--- src/rtl/syn_cfg_pkg.sv ---
`timescale 1ns/1ps
package syn_cfg_pkg;
  localparam int WORD_W = 21;
  localparam int SEL_W  = 2;
  localparam int PAY_W  = WORD_W - SEL_W;

  typedef enum logic [SEL_W-1:0] {
    DST_REF  = 2'b00,
    DST_AB   = 2'b01,
    DST_FUNC = 2'b10,
    DST_INIT = 2'b11
  } dst_e;

  // Payload views: word[20:2]
  typedef struct packed {
    logic        ld_prec;   // word[20]
    logic [3:0]  test;      // word[19:16]
    logic [13:0] div;       // word[15:2]
  } ref_t;

  typedef struct packed {
    logic        gain;      // word[20]
    logic [12:0] b;         // word[19:7]
    logic [4:0]  a;         // word[6:2]
  } ab_t;

  // Function view: word[14:2]
  typedef struct packed {
    logic [3:0] timer;      // word[14:11]
    logic       fl_mode;    // word[10]
    logic       fl_en;      // word[9]
    logic       cp_hiz;     // word[8]
    logic       pd_pol;     // word[7]
    logic [1:0] pwr_dn;     // word[6:5]
    logic [2:0] mux;        // word[4:2]
  } func_t;

  localparam int FUNC_W = $bits(func_t);
endpackage

--- src/rtl/syn_cfg_pinsync.sv ---
`timescale 1ns/1ps
module syn_cfg_pinsync #(
  parameter int STAGES = 2
) (
  input  logic clk,
  input  logic rst_n,
  input  logic ser_clk_i,
  input  logic ser_data_i,
  input  logic ser_le_i,
  output logic clk_rise_o,
  output logic le_rise_o,
  output logic data_o
);
  localparam int PW    = 3;
  localparam int B_DAT = 0;
  localparam int B_CLK = 1;
  localparam int B_LE  = 2;

  logic [PW-1:0] chain_q [STAGES];
  logic [PW-1:0] chain_d [STAGES];
  logic [PW-1:0] prev_q, prev_d, cur;

  // Synchronizer chain, one generated stage per flop level
  for (genvar g = 0; g < STAGES; g++) begin : g_stage
    if (g == 0) begin : g_first
      always_comb chain_d[g] = {ser_le_i, ser_clk_i, ser_data_i};
    end else begin : g_next
      always_comb chain_d[g] = chain_q[g-1];
    end

    always_ff @(posedge clk or negedge rst_n) begin
      if (!rst_n) chain_q[g] <= '0;
      else        chain_q[g] <= chain_d[g];
    end
  end

  assign cur = chain_q[STAGES-1];

  always_comb prev_d = cur;

  always_ff @(posedge clk or negedge rst_n) begin
    if (!rst_n) prev_q <= '0;
    else        prev_q <= prev_d;
  end

  assign clk_rise_o = cur[B_CLK] & ~prev_q[B_CLK];
  assign le_rise_o  = cur[B_LE]  & ~prev_q[B_LE];
  assign data_o     = cur[B_DAT];

  // An edge needs a low sample followed by a high one, so two in a row cannot occur
  p_clk_edge_gap_r2: assert property (@(posedge clk) disable iff (!rst_n)
    clk_rise_o |=> !clk_rise_o);
  p_le_edge_gap_r10: assert property (@(posedge clk) disable iff (!rst_n)
    le_rise_o |=> !le_rise_o);
endmodule

--- src/rtl/syn_cfg_shift.sv ---
`timescale 1ns/1ps
module syn_cfg_shift
  import syn_cfg_pkg::*;
(
  input  logic              clk,
  input  logic              rst_n,
  input  logic              shift_en_i,
  input  logic              bit_i,
  output logic [WORD_W-1:0] word_o
);
  logic [WORD_W-1:0] sreg_q, sreg_d;

  // New bit enters at bit 0; the oldest of the last WORD_W bits ends at the top
  always_comb sreg_d = {sreg_q[WORD_W-2:0], bit_i};

  always_ff @(posedge clk or negedge rst_n) begin
    if (!rst_n)          sreg_q <= '0;
    else if (shift_en_i) sreg_q <= sreg_d;
  end

  assign word_o = sreg_q;

  p_shift_hold_r8: assert property (@(posedge clk) disable iff (!rst_n)
    !shift_en_i |=> $stable(sreg_q));
  p_shift_entry_r2: assert property (@(posedge clk) disable iff (!rst_n)
    shift_en_i |=> (sreg_q[0] == $past(bit_i)));
endmodule

--- src/rtl/syn_cfg_latches.sv ---
`timescale 1ns/1ps
module syn_cfg_latches
  import syn_cfg_pkg::*;
(
  input  logic              clk,
  input  logic              rst_n,
  input  logic              load_en_i,
  input  logic [WORD_W-1:0] word_i,
  output ref_t              ref_o,
  output ab_t               ab_o,
  output func_t             func_o,
  output logic              ctr_rst_o,
  output logic              ref_err_o
);
  dst_e              dst;
  logic [PAY_W-1:0]  payload;
  ref_t              ref_new;
  logic              div_zero;
  logic              ref_we, ref_rej, ab_we, func_we, init_we;
  ref_t              ref_q;
  ab_t               ab_q;
  func_t             func_q;
  logic              ctr_rst_q, ref_err_q;

  // Destination decode and write enables
  always_comb begin
    dst      = dst_e'(word_i[SEL_W-1:0]);
    payload  = word_i[WORD_W-1:SEL_W];
    ref_new  = ref_t'(payload);
    div_zero = (ref_new.div == '0);
    ref_we   = load_en_i && (dst == DST_REF) && !div_zero;
    ref_rej  = load_en_i && (dst == DST_REF) &&  div_zero;
    ab_we    = load_en_i && (dst == DST_AB);
    init_we  = load_en_i && (dst == DST_INIT);
    func_we  = load_en_i && ((dst == DST_FUNC) || (dst == DST_INIT));
  end

  always_ff @(posedge clk or negedge rst_n) begin
    if (!rst_n)      ref_q <= '0;
    else if (ref_we) ref_q <= ref_new;
  end

  always_ff @(posedge clk or negedge rst_n) begin
    if (!rst_n)     ab_q <= '0;
    else if (ab_we) ab_q <= ab_t'(payload);
  end

  always_ff @(posedge clk or negedge rst_n) begin
    if (!rst_n)       func_q <= '0;
    else if (func_we) func_q <= func_t'(word_i[FUNC_W+SEL_W-1:SEL_W]);
  end

  always_ff @(posedge clk or negedge rst_n) begin
    if (!rst_n) begin
      ctr_rst_q <= 1'b0;
      ref_err_q <= 1'b0;
    end else begin
      ctr_rst_q <= init_we;
      ref_err_q <= ref_rej;
    end
  end

  assign ref_o     = ref_q;
  assign ab_o      = ab_q;
  assign func_o    = func_q;
  assign ctr_rst_o = ctr_rst_q;
  assign ref_err_o = ref_err_q;

  p_ctr_rst_single_r6: assert property (@(posedge clk) disable iff (!rst_n)
    ctr_rst_q |=> !ctr_rst_q);
  p_ctr_rst_cause_r6: assert property (@(posedge clk) disable iff (!rst_n)
    ctr_rst_q |-> $past(load_en_i));
  p_div_nonzero_r7: assert property (@(posedge clk) disable iff (!rst_n)
    (ref_q.div != '0) |=> (ref_q.div != '0));
  p_err_cause_r7: assert property (@(posedge clk) disable iff (!rst_n)
    ref_err_q |-> ($past(load_en_i) && $stable(ref_q)));
  p_hold_no_load_r8: assert property (@(posedge clk) disable iff (!rst_n)
    !load_en_i |=> ($stable(ref_q) && $stable(ab_q) && $stable(func_q)));
endmodule

--- src/rtl/syn_cfg_loader.sv ---
`timescale 1ns/1ps
module syn_cfg_loader
  import syn_cfg_pkg::*;
#(
  parameter int SYNC_STAGES = 2
) (
  input  logic        clk,
  input  logic        rst_n,
  input  logic        ser_clk,
  input  logic        ser_data,
  input  logic        ser_le,
  output logic [13:0] ref_div,
  output logic [3:0]  ref_test,
  output logic        ld_prec,
  output logic [4:0]  a_cnt,
  output logic [12:0] b_cnt,
  output logic        cp_gain,
  output logic [2:0]  mux_sel,
  output logic [1:0]  pwr_dn,
  output logic        pd_pol,
  output logic        cp_hiz,
  output logic        fl_en,
  output logic        fl_mode,
  output logic [3:0]  fl_timer,
  output logic        ctr_rst,
  output logic        ref_err
);
  localparam int RST_STAGES = 2;

  logic [RST_STAGES-1:0] rst_pipe_q;
  logic                  rst_core_n;
  logic                  clk_rise, le_rise, data_s;
  logic [WORD_W-1:0]     word;
  ref_t                  ref_l;
  ab_t                   ab_l;
  func_t                 func_l;

  // Asynchronous assert, synchronous release
  always_ff @(posedge clk or negedge rst_n) begin
    if (!rst_n) rst_pipe_q <= '0;
    else        rst_pipe_q <= {rst_pipe_q[RST_STAGES-2:0], 1'b1};
  end
  assign rst_core_n = rst_pipe_q[RST_STAGES-1];

  syn_cfg_pinsync #(.STAGES(SYNC_STAGES)) u_pinsync (
    .clk        (clk),
    .rst_n      (rst_core_n),
    .ser_clk_i  (ser_clk),
    .ser_data_i (ser_data),
    .ser_le_i   (ser_le),
    .clk_rise_o (clk_rise),
    .le_rise_o  (le_rise),
    .data_o     (data_s)
  );

  syn_cfg_shift u_shift (
    .clk        (clk),
    .rst_n      (rst_core_n),
    .shift_en_i (clk_rise),
    .bit_i      (data_s),
    .word_o     (word)
  );

  syn_cfg_latches u_latches (
    .clk       (clk),
    .rst_n     (rst_core_n),
    .load_en_i (le_rise),
    .word_i    (word),
    .ref_o     (ref_l),
    .ab_o      (ab_l),
    .func_o    (func_l),
    .ctr_rst_o (ctr_rst),
    .ref_err_o (ref_err)
  );

  assign ref_div  = ref_l.div;
  assign ref_test = ref_l.test;
  assign ld_prec  = ref_l.ld_prec;
  assign a_cnt    = ab_l.a;
  assign b_cnt    = ab_l.b;
  assign cp_gain  = ab_l.gain;
  assign mux_sel  = func_l.mux;
  assign pwr_dn   = func_l.pwr_dn;
  assign pd_pol   = func_l.pd_pol;
  assign cp_hiz   = func_l.cp_hiz;
  assign fl_en    = func_l.fl_en;
  assign fl_mode  = func_l.fl_mode;
  assign fl_timer = func_l.timer;

  p_reset_quiet_r1: assert property (@(posedge clk) disable iff (!rst_core_n)
    $rose(rst_core_n) |-> (!ctr_rst && !ref_err && ref_div == '0));
endmodule

--- config.mk ---
export PLATFORM = sky130hd
export DESIGN_NAME = syn_cfg_loader
export DESIGN_NICKNAME = d
export VERILOG_FILES = /design/src/rtl/syn_cfg_pkg.sv /design/src/rtl/syn_cfg_pinsync.sv /design/src/rtl/syn_cfg_shift.sv /design/src/rtl/syn_cfg_latches.sv /design/src/rtl/syn_cfg_loader.sv
export SDC_FILE = /design/constraint.sdc
export NUM_CORES = 1
export LEC_CHECK = 0
export ABC_AREA = 0
export BUFFER_PORTS_ARGS = -buffer_cell sky130_fd_sc_hd__buf_4
export CORE_ASPECT_RATIO = 1.25
export CORE_MARGIN = 2
export CORE_UTILIZATION = 30
export CTS_BUF_LIST = sky130_fd_sc_hd__clkbuf_4 sky130_fd_sc_hd__clkbuf_8 sky130_fd_sc_hd__clkbuf_16
export DETAILED_ROUTE_END_ITERATION = 8
export GPL_TIMING_DRIVEN = 0
export PLACE_DENSITY = 0.55
export SLEW_MARGIN = 20
export SYNTH_ARGS = -nofsm -noshare
export SYNTH_HDL_FRONTEND = slang
export SYNTH_SLANG_ARGS = --single-unit
--- constraint.sdc ---
create_clock -name clk -period 4.08 [get_ports clk]
set_clock_uncertainty 0.15 [all_clocks]
set_input_delay 0.816 -clock clk [delete_from_list [all_inputs] [get_ports clk]]
set_output_delay 0.816 -clock clk [all_outputs]
set_load 0.05 [all_outputs]
# --- Word-level counts from Yosys, hierarchy flattened ---
# Index checks and enable logic that the tools add are counted.
classes:
  n_reduce_logical: 10
  muxes: 0
  shift: 0
  n_eq_ne: 3
  order_cmp: 0
  n_addsub: 0
  div_mod_pow: 0
  multipliers: 0
  bitwise: 4
ops:
  columns: ["cell", "n"]
  rows:
  - ["14-bit logical NOT", 1]
  - ["1-bit logical AND", 6]
  - ["2-bit == test (second input constant)", 2]
  - ["1-bit bitwise AND", 2]
  - ["2-bit by 1-bit == test with 1-bit output (second input constant)", 1]
  - ["2-bit logical NOT", 1]
  - ["1-bit NOT", 2]
  - ["1-bit logical NOT", 1]
  - ["1-bit logical OR", 1]
word_totals:
  latchBits: 0
  ram_bits: 0
  memories: 0
  inputBits: 5
  elab_cells: 37
  out_inout_bits: 53
  rom_bits: 0
  register_bits: 85

# --- Depth between registers and ports, before layout ---
# Gate-level depths: netlist of the first run.
depth:
  depth_word: 4
  ltp_mapped: 5
  depth_no_buf: 3

# --- Hierarchy ---
# From an unflattened synthesis of the first run, not the netlist that was laid out.
hier_totals:
  cells_unflattened: 235
  area_unflattened_um2: 3419.5
by_module_without_submodules:
  columns: ["module", "area_each_um2", "n_inst", "cells_per_inst", "seq_area_each_um2"]
  rows:
  - ["syn_cfg_latches", 2278.4, 1, 178, 1326.3]
  - ["syn_cfg_shift", 859.6, 1, 44, 525.5]
  - ["syn_cfg_pinsync", 227.7, 1, 10, 200.2]
  - ["syn_cfg_loader", 53.8, 1, 3, 50.0]

# --- Worst setup path before layout of the first run ---
# OpenSTA, ideal clock, no wires.
synth_timing:
  kind: "register to register"
  startpoint: "reg u_shift.sreg_q[0], in the netlist u_shift.word_o[0]"
  endpoint: "reg u_latches.ab_q (netlist bit u_latches.ab_o[0])"
  setup_ps: 125
  path_stages_with_launch: 6
  required_time_ps: 3805
  t_arrival_ps: 1396
  period_less_slack_ps: 1671
  setup_slack_ps: 2409
  path_buffers: 2
  cell_sequence: "dfrtp_1 > inv_1 > nor4b_1 > buf_2 > buf_6 > mux2_2"
synth_via:
  elab_chain_cells: 2
synth_rtl:
  columns: ["element", "line_no", "rtl"]
  rows:
  - ["start: declaration", "syn_cfg_shift.sv:11", "logic [WORD_W-1:0] sreg_q, sreg_d;"]
  - ["start signal: assignment", "syn_cfg_shift.sv:18", "else if (shift_en_i) sreg_q <= sreg_d;"]
  - ["2-bit by 1-bit == test with 1-bit output", "syn_cfg_latches.sv:33", "ab_we = load_en_i && (dst == DST_AB);"]
  - ["1-bit logical AND", "syn_cfg_latches.sv:33", null]
  - ["end signal: assignment", "syn_cfg_latches.sv:45", "else if (ab_we) ab_q <= ab_t'(payload);"]
  - ["end: declaration", "syn_cfg_latches.sv:21", "ab_t ab_q;"]
# Every way passes these cells.
# A chain may end at the register's enable or synchronous reset.

# --- Worst setup path in the final report of the first run ---
layout_timing:
  startpoint: "reg u_shift.sreg_q[6], in the netlist u_shift.word_o[6]"
  endpoint: "reg u_latches.ref_q (netlist bit u_latches.ref_o[7])"
layout_via:
  elab_chain_cells: 3
layout_rtl:
  columns: ["element", "line_no", "rtl"]
  rows:
  - ["14-bit logical NOT", "syn_cfg_latches.sv:30", "div_zero = (ref_new.div == '0);"]
  - ["1-bit logical NOT", "syn_cfg_latches.sv:31", "ref_we = load_en_i && (dst == DST_REF) && !div_zero;"]
  - ["1-bit logical AND", "syn_cfg_latches.sv:31", null]
  - ["end signal: assignment", "syn_cfg_latches.sv:40", "else if (ref_we) ref_q <= ref_new;"]
  - ["end: declaration", "syn_cfg_latches.sv:20", "ref_t ref_q;"]
# Every way passes these cells.

==> results of run 1 <==
[final timing paths]
path | startpoint | to | slack [ns] | depth (start not counted)
min in group clk | u_pinsync.chain_d[0] | u_pinsync.cur[0] | 0.20 | 0
max in group asynchronous | rst_pipe_q[1] | u_pinsync.prev_q[2] | 3.04 | 1
max | u_shift.word_o[6] | u_latches.ref_o[7] | 2.06 | 4
max reg2reg | u_shift.word_o[6] | u_latches.ref_o[7] | 2.06 | 4
min | rst_n | rst_pipe_q[1] | 0.10 | 1
min reg2reg | rst_pipe_q[1] | u_latches.ab_o[15] | 0.15 | 0
[cell usage in the layout (no fill, tap or decap), types with 2 or more instances in the layout]
| master | netlist | layout |
|---|---|---|
| dfrtp_1 | 84 | 83 |
| buf_4 | 1 | 58 |
| mux2_2 | 52 | 52 |
| nand2_1 | 20 | 20 |
| inv_1 | 11 | 11 |
| mux2i_1 | 10 | 10 |
| o21ai_1 | 10 | 10 |
| o211ai_1 | 9 | 9 |
| clkbuf_16 | 0 | 9 |
| nand4_1 | 6 | 6 |
| buf_2 | 5 | 5 |
| nor3b_1 | 5 | 5 |
| clkbuf_1 | 4 | 4 |
| nand3_1 | 4 | 4 |
| nor2_1 | 3 | 3 |
| bufinv_16 | 0 | 3 |
| nor4_2 | 2 | 2 |
[metal layers]
layer,vias to the layer above,track usage
li1,971,-
met1,1081,0.1665
met2,43,0.1970
met3,12,0.03802
met4,0,0.05208
met5,-,0
[power by group through the flow]
stage | Sequential (mW) | Clock (mW) | Combinational (mW)
floorplan | 1.81 | 0 | 0.354
detailed placement | 1.30 | 0 | 1.29
global placement | 1.30 | 0 | 1.27
CTS | 1.28 | 0.964 | 1.30
global route | 1.33 | 1.00 | 1.35
finish | 1.28 | 0.940 | 1.28
[kinds of logic (layout without fill, tap and decap cells)]
family,count (synthesis),count (layout),share of synthesized area
other,1,1,0.001142
DFF,84,84,0.6400
AOI/OAI and AO/OA,20,20,0.03733
buffers and inverters,22,95,0.03047
and+or+nand+nor,47,47,0.08229
muxes,62,62,0.2088
[layout make-up]
| class | instances | area (um2) | area share |
|---|---|---|---|
| Clock buffer | 11 | 246.5 | 0.05796 |
| Clock inverter | 4 | 97.59 | 0.02295 |
| Inverter | 11 | 41.29 | 0.009709 |
| Buffer | 11 | 58.81 | 0.01383 |
| Sequential cell | 84 | 2106 | 0.4951 |
| Timing Repair Buffer | 58 | 455.4 | 0.1071 |
| Tap cell | 132 | 165.2 | 0.03883 |
| Multi-Input combinational cell | 130 | 1082 | 0.2545 |
[sequential cells by signal, summed over array words and instances, names as in the netlist]
| name | flops |
|---|---|
| rst_pipe_q | 2 |
| u_latches.ab_o | 19 |
| u_latches.ctr_rst_o | 1 |
| u_latches.func_o | 13 |
| u_latches.ref_err_o | 1 |
| u_latches.ref_o | 19 |
| u_pinsync.chain_d | 3 |
| u_pinsync.cur | 3 |
| u_pinsync.prev_q | 2 |
| u_shift.word_o | 21 |
[per-stage QoR]
step	util	setup WS [ns]	cells	hold WS [ns]
after detailed placement	0.3682	2.057	426	0.1642
final	0.4006	2.064	441	0.1030
after global routing	0.4006	1.948	441	0.09306
after CTS	0.4006	2.049	441	0.08868
after floorplan	-	1.417	236	0.1812
after global placement	0.3653	0.3858	425	0.1858
[critical path, cell delays in order (launching register included)]
cell and delay (ns):
dfrtp_1 0.47, nor4_2 0.72, nand4_1 0.23, buf_4 0.23, o21ai_1 0.13
==> results.py, run 1 <==
metrics = {
    "run_status": {
        "status": "finished clean",
    },
    "die": {
        "fp.dieH_um": 121.0,
        "start_util": 0.3094,
        "die_area_mm2": 0.01181,
        "row_count": 42,
        "die_x_um": 97.59,
        "core_mm2": 0.01062,
        "io_pins": 58,
    },
    "sta": {
        "maxSlewHeadroom": 0.4797,
        "tightest_slew_ns": 0.7784,
        "setup_viol": 0,
        "fmax_mhz": 496.0,
        "final-hold-violation-count": 0,
        "period_needed_ns": 2.016,
        "rsz0062_at_grt": "no",
        "tns_ns": 0,
        "period_share": 0.4941,
        "slew_violations": 0,
    },
    "placed_design": {
        "dpl.hpwl_um": 4830,
        "routabilityCongestion": 0.7516,
        "placedInstanceArea_mm2": 0.003909,
        "io_buffer_count": 57,
    },
    "clock_network": {
        "post_cts_buffers": 0,
        "numCtsBuffers": 9,
        "cts_resized": 0,
        "holdBufCountCts": 0,
        "cts_tree": "built",
        "clkSinkCount": 84,
        "clock_path_buffers": 2,
        "clk_latency_ns": 0.34,
        "clk_pin_slew_ns": 0.06,
        "ctsRootBufferMaster": "clkbuf_16",
        "cts_max_level": 3,
    },
    "logic_synthesis": {
        "synth_sequential_area_ratio": 0.6400,
        "synth_cell_types": 25,
        "ys.flop_type": "dfrtp_1",
        "synth_nets": 241,
        "synthArstFlopShare": 1.000,
        "synth.top_cell.area_share": 0.6400,
        "ys_ff_latch": 84,
        "yosysTopAreaCell": "dfrtp_1",
        "yosysMostFrequentCell": "dfrtp_1",
        "syn_area_per_cell_um2": 13.92,
        "synth_edf_count": 0,
        "synth_area_leaders": "dfrtp_1 (64%), mux2_2 (18%), mux2i_1 (3.0%), nand2_1 (2.3%), o211ai_1 (2.1%)",
        "synth_common_cells": "dfrtp_1 (84), mux2_2 (52), nand2_1 (20)",
        "synth_area_mm2": 0.003284,
        "syn-instance-count": 236,
        "yosys_warnings": 0,
    },
    "power_and_ir_drop": {
        "seqPwrFrac": 0.365,
        "p_comb_frac": 0.366,
        "leakagePower_nw": 2.059,
        "p_per_area_mw_per_mm2": 822.2,
        "p_total_mw": 3.497,
        "internal-power_mw": 2.105,
        "switching_share": 0.3979,
        "switchingPower_mw": 1.392,
        "pwr-share-clk": 0.269,
        "ir_worst_vdd_v": 0.0003749,
    },
    "global_routing": {
        "grt_max_degree": 48,
        "gr-total-overflow": 0,
        "antenna_found_initial": 0,
        "gr-usage-all-layers": 0.1269,
        "grt_pass1_wl_um": 11650,
        "grt_pass1_vias": 2112,
    },
    "route": {
        "route.vias.total": 2107,
        "ant_nets": 0,
        "drt_iter0_drc": 79,
        "drt-total-wl_um": 6989,
        "drc": 0,
        "wl_per_cell_um": 15.85,
        "met1_length_um": 3082,
        "dr.pass1.iters": 4,
        "top_layer": "met4",
        "vias_per_cell": 4.778,
        "met2_length_um": 3415,
        "dr_wl_met3_um": 360,
    },
    "setup_path": {
        "worst_ep_arrival_time_ns": 2.13,
        "critPathKind": "register to register",
        "path_max_fanout": 10,
        "worstSetupStartpointType": "register",
        "cp-end-kind": "register",
        "critPathRequiredTime_ns": 4.19,
    },
    "finish": {
        "area_delta_synth_final_pct": 29.49,
        "num-fill-cells": 1052,
        "nNetsFinal": 310,
        "fin_area_mm2": 0.004253,
        "diodes": 0,
        "drive_gt1_frac": 0.4434,
    },
    "hold_path": {
        "hold_class": "primary input to async pin",
    },
    "flow_run": {
        "max_cap_violations": 0,
    },
}
Power figures use the tool's default switching activity.
==> run 2: changes to the inputs <==
- PLACE_DENSITY: 0.55 -> 0.57
- clock period: 4.08 -> 1.83 ns (I/O delays scaled with it)
==> run 2 against run 1 <==
Compared with the run above:
- via count grew 0.90%
- sequential cell count is the same
- critical path depth is the same
- global-route usage is essentially flat
- first-iteration DRC count shrank 24%
- sequential share of layout area shrank 1.5 points
- largest power group is now combinational logic
==> results.py, run 2 (synthesis gave the netlist of run 1 again) <==
metrics = {
    "clock_network": {
        "ctsRootBufferMaster": "clkbuf_16",
        "numCtsBuffers": 9,
        "clkSinkCount": 84,
        "cts_tree": "built",
        "cts_max_level": 3,
        "clk_pin_slew_ns": 0.06,
        "clock_path_buffers": 2,
        "clk_latency_ns": 0.34,
    },
    "finish": {
        "diodes": 0,
        "final_common_cell": "dfrtp_1",
        "drive_gt1_frac": 0.4594,
        "fin_cells": 452,
        "area_delta_synth_final_pct": 33.60,
        "nNetsFinal": 320,
        "largest_register_ffs": 21,
        "layout_common_cells": "dfrtp_1 (82), buf_4 (67), mux2_2 (52), nand2_1 (20), inv_1 (11)",
    },
    "power_and_ir_drop": {
        "seqPwrFrac": 0.365,
        "internal-power_mw": 4.778,
        "p_per_area_mw_per_mm2": 1811,
        "p_comb_frac": 0.375,
        "p_total_mw": 7.946,
        "ir_worst_vdd_v": 0.001005,
        "pwr-share-clk": 0.260,
        "leakagePower_nw": 2.130,
        "switching_share": 0.3987,
        "switchingPower_mw": 3.168,
    },
    "setup_path": {
        "cp_num_buf_inv": 2,
        "critPathRequiredTime_ns": 1.90,
        "worstSetupStartpointType": "register",
        "worst_ep_arrival_time_ns": 1.82,
        "cp-end-kind": "register",
        "path_max_fanout": 10,
        "slowest_delay_ns": 0.44,
        "cp_cell_sequence": "nor4b_1 -> buf_4 -> buf_6 -> mux2_2",
        "crit_family": "flip-flops",
        "slowest_stage": "dfrtp_1",
        "critPathKind": "register to register",
    },
    "flow_run": {
        "max_cap_violations": 0,
    },
    "die": {
        "die_area_mm2": 0.01181,
        "die_x_um": 97.59,
        "row_count": 42,
        "io_pins": 58,
        "start_util": 0.3094,
        "fp.dieH_um": 121.0,
        "core_mm2": 0.01062,
    },
    "route": {
        "vias_per_cell": 4.704,
        "drt_iter0_drc": 60,
        "ant_nets": 0,
        "met2_length_um": 3563,
        "drt-total-wl_um": 7129,
        "wl_per_cell_um": 15.77,
        "dr_wl_met3_um": 373,
        "met1_length_um": 3038,
        "route.vias.total": 2126,
        "dr.pass1.iters": 4,
        "drc": 0,
        "top_layer": "met4",
    },
    "placed_design": {
        "dpl.hpwl_um": 4839,
        "placed_cells": 426,
        "preCtsSetupSlack_ns": -0.1691,
        "io_buffer_count": 57,
        "routabilityCongestion": 0.7450,
    },
    "global_routing": {
        "grt_pass1_vias": 2170,
        "gr-total-overflow": 0,
        "gr-usage-all-layers": 0.1271,
        "antenna_found_initial": 0,
        "grt_pass1_wl_um": 11540,
        "grt_max_degree": 48,
    },
    "sta": {
        "fmax_mhz": 570.0,
        "hold_slack_ns": 0.1415,
        "tightest_slew_ns": 0.5320,
        "setup_viol": 0,
        "slew_violations": 0,
        "maxSlewHeadroom": 0.6438,
        "period_share": 0.9588,
        "rsz0062_at_grt": "no",
        "period_needed_ns": 1.755,
        "final-hold-violation-count": 0,
        "setup_slack_ns": 0.07549,
    },
    "run_status": {
        "status": "finished clean",
    },
    "hold_path": {
        "hold_class": "register to async pin",
    },
}
run 2: cell count changes in the layout (fill, tap and decap cells not counted), moves of 2 or more:
cell,previous run,this run
dlygate4sd3_1,0,4
nor4_4,0,3
nor4_2,2,0
clkinv_2,0,2
clkbuf_4,1,3
buf_4,58,67
buf_2,5,1
run 2: layer usage:
metal  vias to the layer above  global-route usage
li1                        991                   -
met1                      1068              0.1553
met2                        55              0.2047
met3                        12             0.03744
met4                         0             0.06424
met5                         -                   0
run 2: per-stage QoR:
stage	utilization	TNS (ns)	area, um2
2_1_floorplan	-	0	3286
3_3_place_gp	0.3654	-24.23	3879
3_5_place_dp	0.3682	-3.028	3909
4_1_cts	0.4087	0	4338
5_1_grt	0.4134	0	4388
6_report	0.4134	0	4388
run 2: layout make-up:
class	count	area, um2
fillers	1059	6227
flip-flops and latches	84	2107
inverters	11	41.29
clock buffers	11	240.2
well taps	132	165.2
plain buffers	11	70.07
multi-input cells	130	1124
clock inverters	5	100.1
repair buffers	68	540.5
run 2: power groups by stage:
stage          registers (mW)  logic [mW]  clock network [mW]
2_1_floorplan            4.03       0.789                   0
5_1_grt                  2.99        3.14                2.20
6_report                 2.90        2.98                2.07
4_1_cts                  2.90        2.93                2.11
3_3_place_gp             2.89        2.82                   0
3_5_place_dp             2.89        2.88                   0
run 2: final timing paths:
check                             startpoint            endpoint  slack [ns]  cells after the start
min                            rst_pipe_q[1]  u_latches.ab_o[16]        0.14                      0
max reg2reg                u_shift.word_o[1]  u_latches.ab_o[16]        0.08                      4
min in group clk               rst_pipe_q[0]       rst_pipe_q[1]        0.20                      0
max                        u_shift.word_o[1]  u_latches.ab_o[16]        0.08                      4
min reg2reg                    rst_pipe_q[1]  u_latches.ab_o[16]        0.14                      0
max in group asynchronous      rst_pipe_q[1]   u_shift.word_o[0]        0.78                      1
run 2: worst register-to-register path, stage by stage (launching register included):
cell and delay, ns:
dfrtp_1 0.44, nor4b_1 0.32, buf_4 0.21, buf_6 0.17, mux2_2 0.35
run 2: timing repair:
item | 4_1_cts | 5_1_grt
hold endpoints to repair | 5 | 0
buffers inserted | 3 | 3
hold buffers | 4 | 0
pin swaps | 0 | 2
gates resized for setup | 4 | 10
setup endpoints to repair | 29 | 29
